$ cat src/rtl/fcmd_pkg.sv
package fcmd_pkg;

    typedef enum logic [1:0] {
        MD_ARRAY  = 2'd0,
        MD_STATUS = 2'd1,
        MD_IDENT  = 2'd2,
        MD_QUERY  = 2'd3
    } rd_mode_e;

    typedef enum logic [1:0] {
        PD_NONE  = 2'd0,
        PD_PROG  = 2'd1,
        PD_ERASE = 2'd2,
        PD_PROT  = 2'd3
    } pend_e;

    typedef enum logic [3:0] {
        CM_NONE,
        CM_PROG,
        CM_ERASE,
        CM_CLEAR,
        CM_PROT,
        CM_RDSR,
        CM_RDID,
        CM_QUERY,
        CM_SUSP,
        CM_PRREG,
        CM_CONF,
        CM_RDARR
    } cmd_e;

    typedef struct packed {
        logic ers_err;
        logic prg_err;
    } err_flags_t;

    typedef struct packed {
        logic running;
        logic susp;
        logic erase;
        logic part;
    } job_state_t;

    function automatic cmd_e classify(input logic [7:0] code);
        cmd_e c;
        case (code)
            8'h10, 8'h40: c = CM_PROG;
            8'h20:        c = CM_ERASE;
            8'h50:        c = CM_CLEAR;
            8'h60:        c = CM_PROT;
            8'h70:        c = CM_RDSR;
            8'h90:        c = CM_RDID;
            8'h98:        c = CM_QUERY;
            8'hB0:        c = CM_SUSP;
            8'hC0:        c = CM_PRREG;
            8'hD0:        c = CM_CONF;
            8'hFF:        c = CM_RDARR;
            default:      c = CM_NONE;
        endcase
        return c;
    endfunction

    function automatic logic [7:0] query_byte(input logic [1:0] idx);
        logic [7:0] b;
        case (idx)
            2'd0:    b = 8'h51;
            2'd1:    b = 8'h52;
            2'd2:    b = 8'h59;
            default: b = 8'h00;
        endcase
        return b;
    endfunction

    function automatic logic [7:0] pack_status(input logic ready, input logic e_susp,
                                               input err_flags_t e, input logic p_susp);
        return {ready, e_susp, e.ers_err, e.prg_err, 1'b0, p_susp, 2'b00};
    endfunction

endpackage

$ cat src/rtl/fcmd_decode.sv
module fcmd_decode
    import fcmd_pkg::*;
(
    input  logic       clk,
    input  logic       rst,
    input  logic       ce_n,
    input  logic       we_n,
    input  logic       oe_n,
    input  logic       rst_n,
    input  logic [7:0] wdata,
    output logic       wr_evt,
    output logic       rd_act,
    output cmd_e       cmd
);
    logic wr_cond;
    logic wr_seen_q;

    assign wr_cond = !ce_n && !we_n && oe_n && rst_n;
    assign rd_act  = !ce_n && !oe_n && we_n && rst_n;

    always_ff @(posedge clk) begin
        if (rst) wr_seen_q <= 1'b0;
        else     wr_seen_q <= wr_cond;
    end

    // one event per write strobe: the first sampled clock of the low phase
    assign wr_evt = wr_cond && !wr_seen_q;
    assign cmd    = classify(wdata);
endmodule

$ cat src/rtl/fcmd_engine.sv
module fcmd_engine
    import fcmd_pkg::*;
#(
    parameter int BUSY_CYCLES = 16,
    localparam int CNT_W = $clog2(BUSY_CYCLES + 1)
) (
    input  logic             clk,
    input  logic             rst,
    input  logic             start,
    input  logic             start_erase,
    input  logic             start_part,
    input  logic             suspend,
    input  logic             resume,
    output job_state_t       job,
    output logic [CNT_W-1:0] cnt
);
    localparam logic [CNT_W-1:0] LOAD = CNT_W'(BUSY_CYCLES);

    always_ff @(posedge clk) begin
        if (rst) begin
            job <= '0;
            cnt <= '0;
        end else if (start) begin
            job.running <= 1'b1;
            job.susp    <= 1'b0;
            job.erase   <= start_erase;
            job.part    <= start_part;
            cnt         <= LOAD;
        end else if (job.running) begin
            if (suspend)     job.susp <= 1'b1;
            else if (resume) job.susp <= 1'b0;
            if (!job.susp) begin
                if (cnt == CNT_W'(1)) begin
                    job.running <= 1'b0;
                    cnt         <= '0;
                end else begin
                    cnt <= cnt - CNT_W'(1);
                end
            end
        end
    end
endmodule

$ cat src/rtl/fcmd_status.sv
module fcmd_status
    import fcmd_pkg::*;
#(
    parameter int NPART = 2
) (
    input  logic                  clk,
    input  logic                  rst,
    input  logic                  set_err,
    input  logic                  err_part,
    input  logic                  clr_err,
    input  job_state_t            job,
    output logic [NPART-1:0][7:0] sr
);
    for (genvar p = 0; p < NPART; p++) begin : g_part
        err_flags_t err_q;
        logic       owns_job;
        logic       ready;

        always_ff @(posedge clk) begin
            if (rst || clr_err) begin
                err_q <= '0;
            end else if (set_err && (err_part == 1'(p))) begin
                err_q.ers_err <= 1'b1;
                err_q.prg_err <= 1'b1;
            end
        end

        assign owns_job = job.running && (job.part == 1'(p));
        assign ready    = !(owns_job && !job.susp);
        assign sr[p]    = pack_status(ready,
                                      owns_job && job.susp && job.erase,
                                      err_q,
                                      owns_job && job.susp && !job.erase);
    end
endmodule

$ cat src/rtl/fcmd_rdmux.sv
module fcmd_rdmux
    import fcmd_pkg::*;
#(
    parameter int NPART = 2,
    parameter logic [15:0] MAKER_ID  = 16'h00E5,
    parameter logic [15:0] DEVICE_ID = 16'h7A31
) (
    input  logic                  rd_act,
    input  rd_mode_e              mode,
    input  logic                  part_sel,
    input  logic [1:0]            addr_lo,
    input  logic [NPART-1:0][7:0] sr,
    input  logic [15:0]           array_rdata,
    output logic [15:0]           rdata
);
    always_comb begin
        rdata = '0;
        if (rd_act) begin
            case (mode)
                MD_ARRAY:  rdata = array_rdata;
                MD_STATUS: rdata = {8'h00, sr[part_sel]};
                MD_IDENT:  rdata = addr_lo[0] ? DEVICE_ID : MAKER_ID;
                MD_QUERY:  rdata = {8'h00, query_byte(addr_lo)};
                default:   rdata = '0;
            endcase
        end
    end
endmodule

$ cat src/rtl/fcmd_ctrl.sv
module fcmd_ctrl
    import fcmd_pkg::*;
#(
    parameter int          ADDR_W      = 8,
    parameter int          BUSY_CYCLES = 16,
    parameter logic [15:0] MAKER_ID    = 16'h00E5,
    parameter logic [15:0] DEVICE_ID   = 16'h7A31
) (
    input  logic              clk,
    input  logic              rst,
    input  logic              bus_ce_n,
    input  logic              bus_we_n,
    input  logic              bus_oe_n,
    input  logic              bus_rst_n,
    input  logic [ADDR_W-1:0] bus_addr,
    input  logic [7:0]        bus_wdata,
    output logic [15:0]       bus_rdata,
    input  logic [15:0]       array_rdata,
    output logic [ADDR_W-1:0] array_addr,
    output logic              eng_busy
);
    localparam int NPART = 2;
    localparam int CNT_W = $clog2(BUSY_CYCLES + 1);

    logic             soft_rst;
    logic             wr_evt, rd_act;
    cmd_e             cmd;
    logic             part_sel;
    rd_mode_e         mode_q, mode_d;
    pend_e            pend_q, pend_d;
    job_state_t       job;
    logic [CNT_W-1:0] cnt;
    logic             start, start_erase, suspend, resume, set_err, clr_err;
    logic [NPART-1:0][7:0] sr;

    assign soft_rst   = rst || !bus_rst_n;
    assign part_sel   = bus_addr[ADDR_W-1];
    assign array_addr = bus_addr;
    assign eng_busy   = job.running;

    fcmd_decode u_dec (
        .clk(clk), .rst(soft_rst),
        .ce_n(bus_ce_n), .we_n(bus_we_n), .oe_n(bus_oe_n), .rst_n(bus_rst_n),
        .wdata(bus_wdata),
        .wr_evt(wr_evt), .rd_act(rd_act), .cmd(cmd)
    );

    // command sequencing
    always_comb begin
        mode_d      = mode_q;
        pend_d      = pend_q;
        start       = 1'b0;
        start_erase = 1'b0;
        suspend     = 1'b0;
        resume      = 1'b0;
        set_err     = 1'b0;
        clr_err     = 1'b0;
        if (wr_evt) begin
            if (pend_q != PD_NONE) begin
                pend_d = PD_NONE;
                case (pend_q)
                    PD_PROG: begin
                        start  = 1'b1;
                        mode_d = MD_STATUS;
                    end
                    PD_ERASE: begin
                        if (cmd == CM_CONF) begin
                            start       = 1'b1;
                            start_erase = 1'b1;
                        end else begin
                            set_err = 1'b1;
                        end
                        mode_d = MD_STATUS;
                    end
                    default: mode_d = MD_ARRAY;
                endcase
            end else if (job.running && !job.susp) begin
                case (cmd)
                    CM_RDSR: mode_d = MD_STATUS;
                    CM_SUSP: begin
                        suspend = 1'b1;
                        mode_d  = MD_STATUS;
                    end
                    default: ;
                endcase
            end else if (job.running) begin
                case (cmd)
                    CM_RDSR:  mode_d = MD_STATUS;
                    CM_RDARR: mode_d = MD_ARRAY;
                    CM_RDID:  mode_d = MD_IDENT;
                    CM_QUERY: mode_d = MD_QUERY;
                    CM_CONF: begin
                        resume = 1'b1;
                        mode_d = MD_STATUS;
                    end
                    default: ;
                endcase
            end else begin
                case (cmd)
                    CM_PROG, CM_PRREG: pend_d = PD_PROG;
                    CM_ERASE:          pend_d = PD_ERASE;
                    CM_PROT:           pend_d = PD_PROT;
                    CM_CLEAR:          clr_err = 1'b1;
                    CM_RDSR:           mode_d = MD_STATUS;
                    CM_RDARR:          mode_d = MD_ARRAY;
                    CM_RDID:           mode_d = MD_IDENT;
                    CM_QUERY:          mode_d = MD_QUERY;
                    default: ;
                endcase
            end
        end
    end

    always_ff @(posedge clk) begin
        if (soft_rst) begin
            mode_q <= MD_ARRAY;
            pend_q <= PD_NONE;
        end else begin
            mode_q <= mode_d;
            pend_q <= pend_d;
        end
    end

    fcmd_engine #(.BUSY_CYCLES(BUSY_CYCLES)) u_eng (
        .clk(clk), .rst(soft_rst),
        .start(start), .start_erase(start_erase), .start_part(part_sel),
        .suspend(suspend), .resume(resume),
        .job(job), .cnt(cnt)
    );

    fcmd_status #(.NPART(NPART)) u_sr (
        .clk(clk), .rst(soft_rst),
        .set_err(set_err), .err_part(part_sel), .clr_err(clr_err),
        .job(job), .sr(sr)
    );

    fcmd_rdmux #(.NPART(NPART), .MAKER_ID(MAKER_ID), .DEVICE_ID(DEVICE_ID)) u_rd (
        .rd_act(rd_act), .mode(mode_q), .part_sel(part_sel),
        .addr_lo(bus_addr[1:0]), .sr(sr),
        .array_rdata(array_rdata), .rdata(bus_rdata)
    );
endmodule

$ cat config.mk
export PLATFORM = sky130hd
export DESIGN_NAME = fcmd_ctrl
export DESIGN_NICKNAME = d
export VERILOG_FILES = /design/src/rtl/fcmd_pkg.sv /design/src/rtl/fcmd_decode.sv /design/src/rtl/fcmd_engine.sv /design/src/rtl/fcmd_status.sv /design/src/rtl/fcmd_rdmux.sv /design/src/rtl/fcmd_ctrl.sv
export SDC_FILE = /design/constraint.sdc
export NUM_CORES = 1
export LEC_CHECK = 0
export BUFFER_PORTS_ARGS = -buffer_cell sky130_fd_sc_hd__buf_2
export CORE_MARGIN = 2
export CORE_UTILIZATION = 40
export CTS_BUF_LIST = sky130_fd_sc_hd__clkbuf_4
export DETAILED_ROUTE_END_ITERATION = 6
export PLACE_DENSITY = 0.72
export SYNTH_ARGS = -nofsm -noshare
export SYNTH_HDL_FRONTEND = slang
export SYNTH_SLANG_ARGS = --single-unit
$ cat constraint.sdc
create_clock -name clk -period 4.7 [get_ports clk]
set_clock_uncertainty 0.05 [all_clocks]
set_input_delay 0.94 -clock clk [delete_from_list [all_inputs] [get_ports clk]]
set_output_delay 0.94 -clock clk [all_outputs]
set_load 0.005 [all_outputs]
==> Yosys cells after proc, flatten, opt, wreduce, memory -nomap -nowiden <==
Index checks and enable logic that the tools add are counted.
{ "totals": {"regBits": 16, "out_inout_bits": 25} }
{ "op_classes": {"addsub": 1, "n_lt_le_gt_ge": 1, "eq_ne": 36, "n_mux": 52, "bitwise": 3, "reduce_logical": 49} }
{ "ops": {"columns": ["cell", "n"], "rows": [
  ["16-bit case mux with 4 select lines", 1],
  ["8-bit == test (second input constant)", 6],
  ["4-bit case mux with 11 select lines", 1],
  ["8-bit by 7-bit == test with 1-bit output (second input constant)", 4],
  ["1-bit 2-to-1 mux", 28],
  ["7-bit case mux with 3 select lines", 1],
  ["1-bit logical AND", 20],
  ["5-bit 2-to-1 mux", 4],
  ["2-bit 2-to-1 mux", 9],
  ["4-bit by 3-bit == test with 1-bit output (second input constant)", 4],
  ["4-bit == test (second input constant)", 4],
  ["16-bit 2-to-1 mux", 1],
  ["8-bit 2-to-1 mux", 2],
  ["2-bit case mux with 4 select lines", 2],
  ["15-bit 2-to-1 mux", 1],
  ["2-bit OR reduction", 6],
  ["1-bit zero test", 9],
  ["2-bit == test (second input constant)", 4],
  ["4-bit by 2-bit == test with 1-bit output (second input constant)", 2],
  ["8-bit by 5-bit == test with 1-bit output (second input constant)", 1],
  ["8-bit by 6-bit == test with 1-bit output (second input constant)", 1],
  ["4-bit AND reduction", 2],
  ["7-bit inequality test (second input constant)", 1],
  ["7-bit nonzero test", 1],
  ["other kinds (15)", 27]
]} }

==> Logic depth before layout (Yosys ltp) <==
Gate-level depths: netlist of run 1.
{ "logic_depth": {"word_depth": 13, "ltp_mapped": 8, "ltp_nobuf": 7} }

==> Hierarchy <==
A second synthesis of run 1 with hierarchy kept.
{ "unflattened": {"hier_cells": 245, "area_unflattened_um2": 1839.3} }
{ "by_module_without_submodules": {"columns": ["mod", "n_inst", "cells_per_inst", "area_each_um2"], "rows": [
  ["fcmd_ctrl", 1, 79, 591.8],
  ["fcmd_engine", 1, 46, 432.9],
  ["fcmd_rdmux", 1, 63, 415.4],
  ["fcmd_decode", 1, 29, 205.2],
  ["fcmd_status", 1, 28, 193.9]
]} }

==> Worst setup path after synthesis of run 1 <==
No wires, ideal clock.
{ "synth_timing": {"kind": "input-to-output", "start": "input bus_ce_n", "end": "output bus_rdata[11]", "t_arrival_ps": 1782, "t_required_ps": 3710, "slack_ps": 1928, "stages": 3, "cell_sequence": "nor4bb_1 -> nand2_1 -> a21oi_1"} }
{ "synth_via": {"elab_chain_len": 5} }
{ "synth_rtl": {"columns": ["item", "line_no", "text"], "rows": [
  ["from (decl)", "fcmd_ctrl.sv:11", "input logic bus_ce_n,"],
  ["1-bit zero test", "fcmd_decode.sv:19", "assign rd_act = !ce_n && !oe_n && we_n && rst_n;"],
  ["1-bit logical AND (3 in a row)", "fcmd_decode.sv:19", null],
  ["16-bit 2-to-1 mux", "fcmd_rdmux.sv:18", "if (rd_act) begin"],
  ["to (decl)", "fcmd_ctrl.sv:17", "output logic [15:0] bus_rdata,"]
]} }
Every way passes these cells.

==> Final worst setup path of run 1 <==
Same ends and word-level chain as after synthesis.

==> out/qor.yml, run 1 <==
run_status:
  outcome: "complete, no violations"
global_route:
  grt_max_degree: 21
  grt_pass1_vias: 1306
  grt_first_pass_wirelength_um: 5600
  grt_usage: 0.161
  grt_overflow: 0
  antenna_found_initial: 0
layout:
  multi_input_area_um2: 1030
  final_cell_mix: "buf_2, nor2_1, nand2_1"
  layout_commonest_cell: "buf_2"
  area_growth_pct: 15.9
  seq_area_um2: 320
  final_nets: 285
  fillers: 379
  antenna_cells: 0
  drive_gt1_frac: 0.274
  final_cell_area_um2: 1720
synth:
  synth_edf_count: 0
  synth_cell_types: 52
  async_flop_share: 0
  post_synth.cell_area_avg_um2: 7.34
  synthCells: 202
  yosysTopAreaCellShare: 0.216
  synth_area_um2: 1480
  synth.area.top_cells: "dfxtp_1, nor2_1, nand2b_1"
  ys_seq_elements: 16
  synth-warning-count: 0
  syn_nets: 245
  yosysTopAreaCell: "dfxtp_1"
  ys.flop_type: "dfxtp_1"
  seq_area_frac_synth: 0.216
clock_network:
  cts_max_level: 1
  post_cts_buffers: 0
  clk-insertion-delay-late_ns: 0.28
  cts_buffers: 3
  cts-root-buf: "clkbuf_4"
  ctsHoldBuffers: 0
  ctsResizeCount: 0
  cts.sinks: 16
  clockBufferDepth: 2
  clk_pin_slew_worst_paths_ns: 0.09
  cts_tree: "yes"
placement:
  place.port_buffers: 52
  place_area_um2: 1690
  gp_congestion: 0.779
  post-dp-hpwl_um: 2730
sta:
  hold_violations: 0
  rsz0062_at_grt: "no"
  maxSlewViolCount: 0
  tightest_slew_ns: 0.868
  fin_tns_setup_ns: 0
  min_period_over_period: 0.705
  max-slew-margin-rel: 0.417
  setup_viol: 0
  fmax_mhz: 302
  period_needed_ns: 3.31
drt:
  via_per_inst: 5.30
  wl_per_cell_um: 11.9
  first_iter_violations: 40
  antenna_left: 0
  drc: 0
  drt-pass1-iter-count: 4
  vias: 1531
  routed_wl_um: 3440
pwr:
  power_uw: 259
  ir_drop_v: 0.0000673
  p_leak_nw: 0.702
  powerDensity_nw_per_um2: 151
min_path:
  hold_class: "register to register"
setup_path:
  cp-end-kind: "primary output"
  path_max_fanout: 6
  worstPathRequired_ns: 3.71
  startpoint_type: "primary input"
  worstSetupPathType: "primary input to primary output"
  arrival_ns: 2.32
die:
  die_area_um2: 4210
  coreArea_um2: 3610
  start_util: 0.411
  ios: 63
  die_w_um: 64.9
  fp.dieH_um: 64.9
  rows: 22
job:
  drv_cap: 0
per-stage QoR:
step | setup slack (ns) | instances | hold WS (ns) | util
detailed placement | 1.34 | 285 | 0.405 | 0.469
floorplan | 1.93 | 202 | 0.385 | -
global placement | 1.42 | 285 | 0.404 | 0.469
global route | 1.11 | 289 | 0.465 | 0.477
finish | 1.39 | 289 | 0.427 | 0.477
CTS | 1.34 | 289 | 0.428 | 0.477
final timing paths:
path,cells past startpoint,endpoint,slack [ns],from
worst max register to register,6,u_eng.cnt[0],2.50,pend_q[0]
worst max-delay path,5,bus_rdata[11],1.39,bus_ce_n
worst min-delay path,2,u_sr.sr[5],0.43,u_sr.sr[5]
worst min register to register,2,u_sr.sr[5],0.43,u_sr.sr[5]
registers in the layout, indices dropped and copies added, names as in the netlist:
signal and cells:
pend_q 2, u_eng.job 4, u_dec.wr_seen_q 1, mode_q 2, u_sr.sr 2, u_eng.cnt 5
metal layers:
metal | up-vias | global-route usage | share of wire
li1 | 808 | - | -
met1 | 661 | 0.211 | 0.49
met2 | 58 | 0.278 | 0.43
met3 | 4 | 0.0208 | 0.075
met4 | 0 | 0.0399 | 0.0099
met5 | - | 0 | 0
kinds of logic (layout without fill, tap and decap cells):
| kind of cell | after synthesis | in the layout | share of synthesized area |
|---|---|---|---|
| and+or+nand+nor | 103 | 103 | 0.382 |
| AOI/OAI and AO/OA | 44 | 44 | 0.203 |
| buffers and inverters | 24 | 63 | 0.0920 |
| DFF | 16 | 16 | 0.216 |
| adders and majority gates | 5 | 5 | 0.0422 |
| xor gates and xnor gates | 5 | 5 | 0.0295 |
| muxes | 5 | 5 | 0.0346 |
critical path, cell delays in order:
cell,delay [ns]
buf_2,0.11
nor4bb_1,0.70
nand2_1,0.27
a21oi_1,0.18
buf_2,0.13
cells in the mapped netlist (2+ instances only):
cell,count
and2_1,3
a211oi_1,3
nor3_2,3
a311oi_1,2
nor3_1,6
o21ai_0,7
inv_1,7
nand3_1,6
nor2_1,26
mux2i_1,4
a31oi_1,4
nand4bb_1,2
ha_1,5
xor2_1,2
xnor2_1,3
a21oi_1,11
nand4_1,3
a22oi_1,3
nor4bb_1,2
clkbuf_1,6
nand2b_1,12
nor2b_1,3
nand2_1,19
nor4_1,5
dfxtp_1,16
and3_1,3
or3_1,2
buf_6,2
nand3b_1,2
buf_4,8
power by group:
group / total (mW) / internal, mW / switching [mW]
clock: 0.0742 / 0.0308 / 0.0433
sequential: 0.136 / 0.136 / 0.0000850
combinational: 0.0495 / 0.0228 / 0.0267
total: 0.259 / 0.189 / 0.0701
cell type report:
cell class,instances,share of cell area
multi-input cells,162,0.597
flip-flops and latches,16,0.186
repair buffers,52,0.151
well taps,48,0.0349
inverters,7,0.0153
clock buffers,3,0.0131
clock inverters,1,0.00218
(Power assumes the default switching activity.)
==> run 2: changes to the inputs <==
- clock period: 4.7 -> 3.2 ns (I/O delays scaled with it)
==> out/qor.yml, run 2 (synthesis gave the netlist of run 1 again) <==
min_path:
  hold_depth: 2  # unchanged
  worstHoldStart: "u_sr.sr[5]"
  hold_path_end: "u_sr.sr[5]"
  hold_class: "register to register"
setup_path:
  arrival_ns: 1.83  # -0.49 ns
  timing.rr.start: "pend_q[0]"
  cp_top_family: "flip-flops"
  r2r_end: "u_sr.sr[13]"
  r2r_slack_ns: 1.12  # -1.38 ns
  cp_num_buf_inv: 1  # -1
  worstPathRequired_ns: 2.51  # -1.20 ns
  crit_path_cell_trace: "nor2b_1, a311oi_1, a21oi_1, nor2_1, buf_2"
  reg2reg_depth: 6  # unchanged
  startpoint_type: "register"
  worstSetupPathType: "register to primary output"
  path_max_fanout: 11  # +5
  max_stage_delay_ns: 0.56  # -0.14 ns
  cp-end-kind: "primary output"
  cp.depth: 5  # unchanged
  cp_slowest_cell: "dfxtp_1"
clock_network:
  cts_tree: "yes"
  post_cts_buffers: 0  # unchanged
  cts.sinks: 16  # unchanged
  cts_max_level: 1  # unchanged
  cts-root-buf: "clkbuf_4"
  clockBufferDepth: 2  # unchanged
  cts_buffers: 3  # unchanged
  clk-insertion-delay-late_ns: 0.29  # about the same
  ctsResizeCount: 0  # unchanged
  clk_pin_slew_worst_paths_ns: 0.11  # +0.02 ns
  ctsHoldBuffers: 0  # unchanged
layout:
  top_register: "u_eng.cnt"
  reg_top3: "u_eng.cnt: 5 flops, u_eng.job: 4 flops"
  area_growth_pct: 17.5
  final_nets: 288  # +1.1%
  largest_reg_flops: 5  # unchanged
  multi_input_area_um2: 1030  # unchanged
  fillers: 361  # -4.7%
  antenna_cells: 0  # unchanged
  final_cell_mix: "buf_2, nor2_1, nand2_1"
  seq_area_um2: 320  # unchanged
  layout_commonest_cell: "buf_2"
  drive_gt1_frac: 0.283  # +0.00893
pwr:
  p_leak_nw: 0.718  # +2.3%
  ir_drop_v: 0.0000824  # +22%
  powerDensity_nw_per_um2: 220  # +46%
  power_uw: 383  # +48%
sta:
  fin_tns_setup_ns: 0  # unchanged
  fmax_mhz: 397
  rsz0062_at_grt: "no"
  maxSlewViolCount: 0  # unchanged
  fin_ws_ns: 0.679  # -0.707 ns
  min_period_over_period: 0.788
  timing.hold.ws_ns: 0.433  # +0.00576 ns
  tightest_slew_ns: 0.515  # -0.352 ns
  period_needed_ns: 2.52
  hold_violations: 0  # unchanged
  setup_viol: 0  # unchanged
  max-slew-margin-rel: 0.652  # +0.235
placement:
  gp_congestion: 0.849  # +9.0%
  post-dp-hpwl_um: 2980  # +9.0%
  place.port_buffers: 52  # unchanged
  place_ws_ns: 0.789  # -0.550 ns
die:
  ios: 63  # unchanged
  start_util: 0.411  # unchanged
  die_w_um: 64.9  # unchanged
  rows: 22  # unchanged
  coreArea_um2: 3610  # unchanged
  die_area_um2: 4210  # unchanged
  fp.dieH_um: 64.9  # unchanged
global_route:
  grt_pass1_vias: 1492  # +14%
  grt_first_pass_wirelength_um: 6300  # +13%
  grt_usage: 0.183  # +0.0222
  grt_max_degree: 14  # -33%
  grt_overflow: 0  # unchanged
  antenna_found_initial: 0  # unchanged
drt:
  drc: 0  # unchanged
  antenna_left: 0  # unchanged
  routed_wl_um: 3750  # +9.2%
  drt-pass1-iter-count: 4  # unchanged
  via_per_inst: 5.40  # +1.9%
  first_iter_violations: 44  # +10%
  wl_per_cell_um: 12.9  # +8.1%
  vias: 1576  # +2.9%
job:
  drv_cap: 0  # unchanged
run_status:
  outcome: "complete, no violations"
[run 2: cell count changes in the layout (fill, tap and decap cells not counted), sizes merged]
cell / previous run / this run
buf: 52 / 55
[run 2: stage by stage]
stage               cells  cell area [um^2]   util
floorplan             202              1480      -
global placement      288              1720  0.476
detailed placement    288              1720  0.476
CTS                   292              1740  0.483
global route          292              1740  0.483
finish                292              1740  0.483
[run 2: power by group]
group / internal (mW) / switching, mW
clock: 0.0452 / 0.0650
combinational: 0.0340 / 0.0398
sequential: 0.199 / 0.000119
[run 2: final cells by class]
type | count | share of cell area
clock inverters | 1 | 0.00216
repair buffers | 55 | 0.162
multi-input cells | 162 | 0.589
clock buffers | 3 | 0.0129
flip-flops and latches | 16 | 0.184
well taps | 48 | 0.0345
inverters | 7 | 0.0151
[run 2: worst min-delay path, delay by kind of cell (launching register included)]
family,cells,cell delay (ns)
and+or+nand+nor,2,0.12
DFF,1,0.34
[run 2: layer usage]
layer | vias to the layer above | global-route usage | part of all wire
met1 | 699 | 0.224 | 0.45
met3 | 2 | 0.0243 | 0.083
met5 | - | 0 | 0
met4 | 0 | 0.0479 | 0.0072
li1 | 808 | - | -
met2 | 67 | 0.334 | 0.46
[run 2: how the worst max path moves through the flow]
stage,startpoint,endpoint,slack (ns)
finish,u_eng.job[3],bus_rdata[7],0.68
global route,u_eng.job[3],bus_rdata[7],0.55
CTS,u_eng.job[3],bus_rdata[7],0.68
detailed placement,bus_wdata[3],pend_q[0],0.79
global placement,bus_wdata[3],u_eng.cnt[0],0.85
floorplan,bus_wdata[3],mode_q[1],0.90
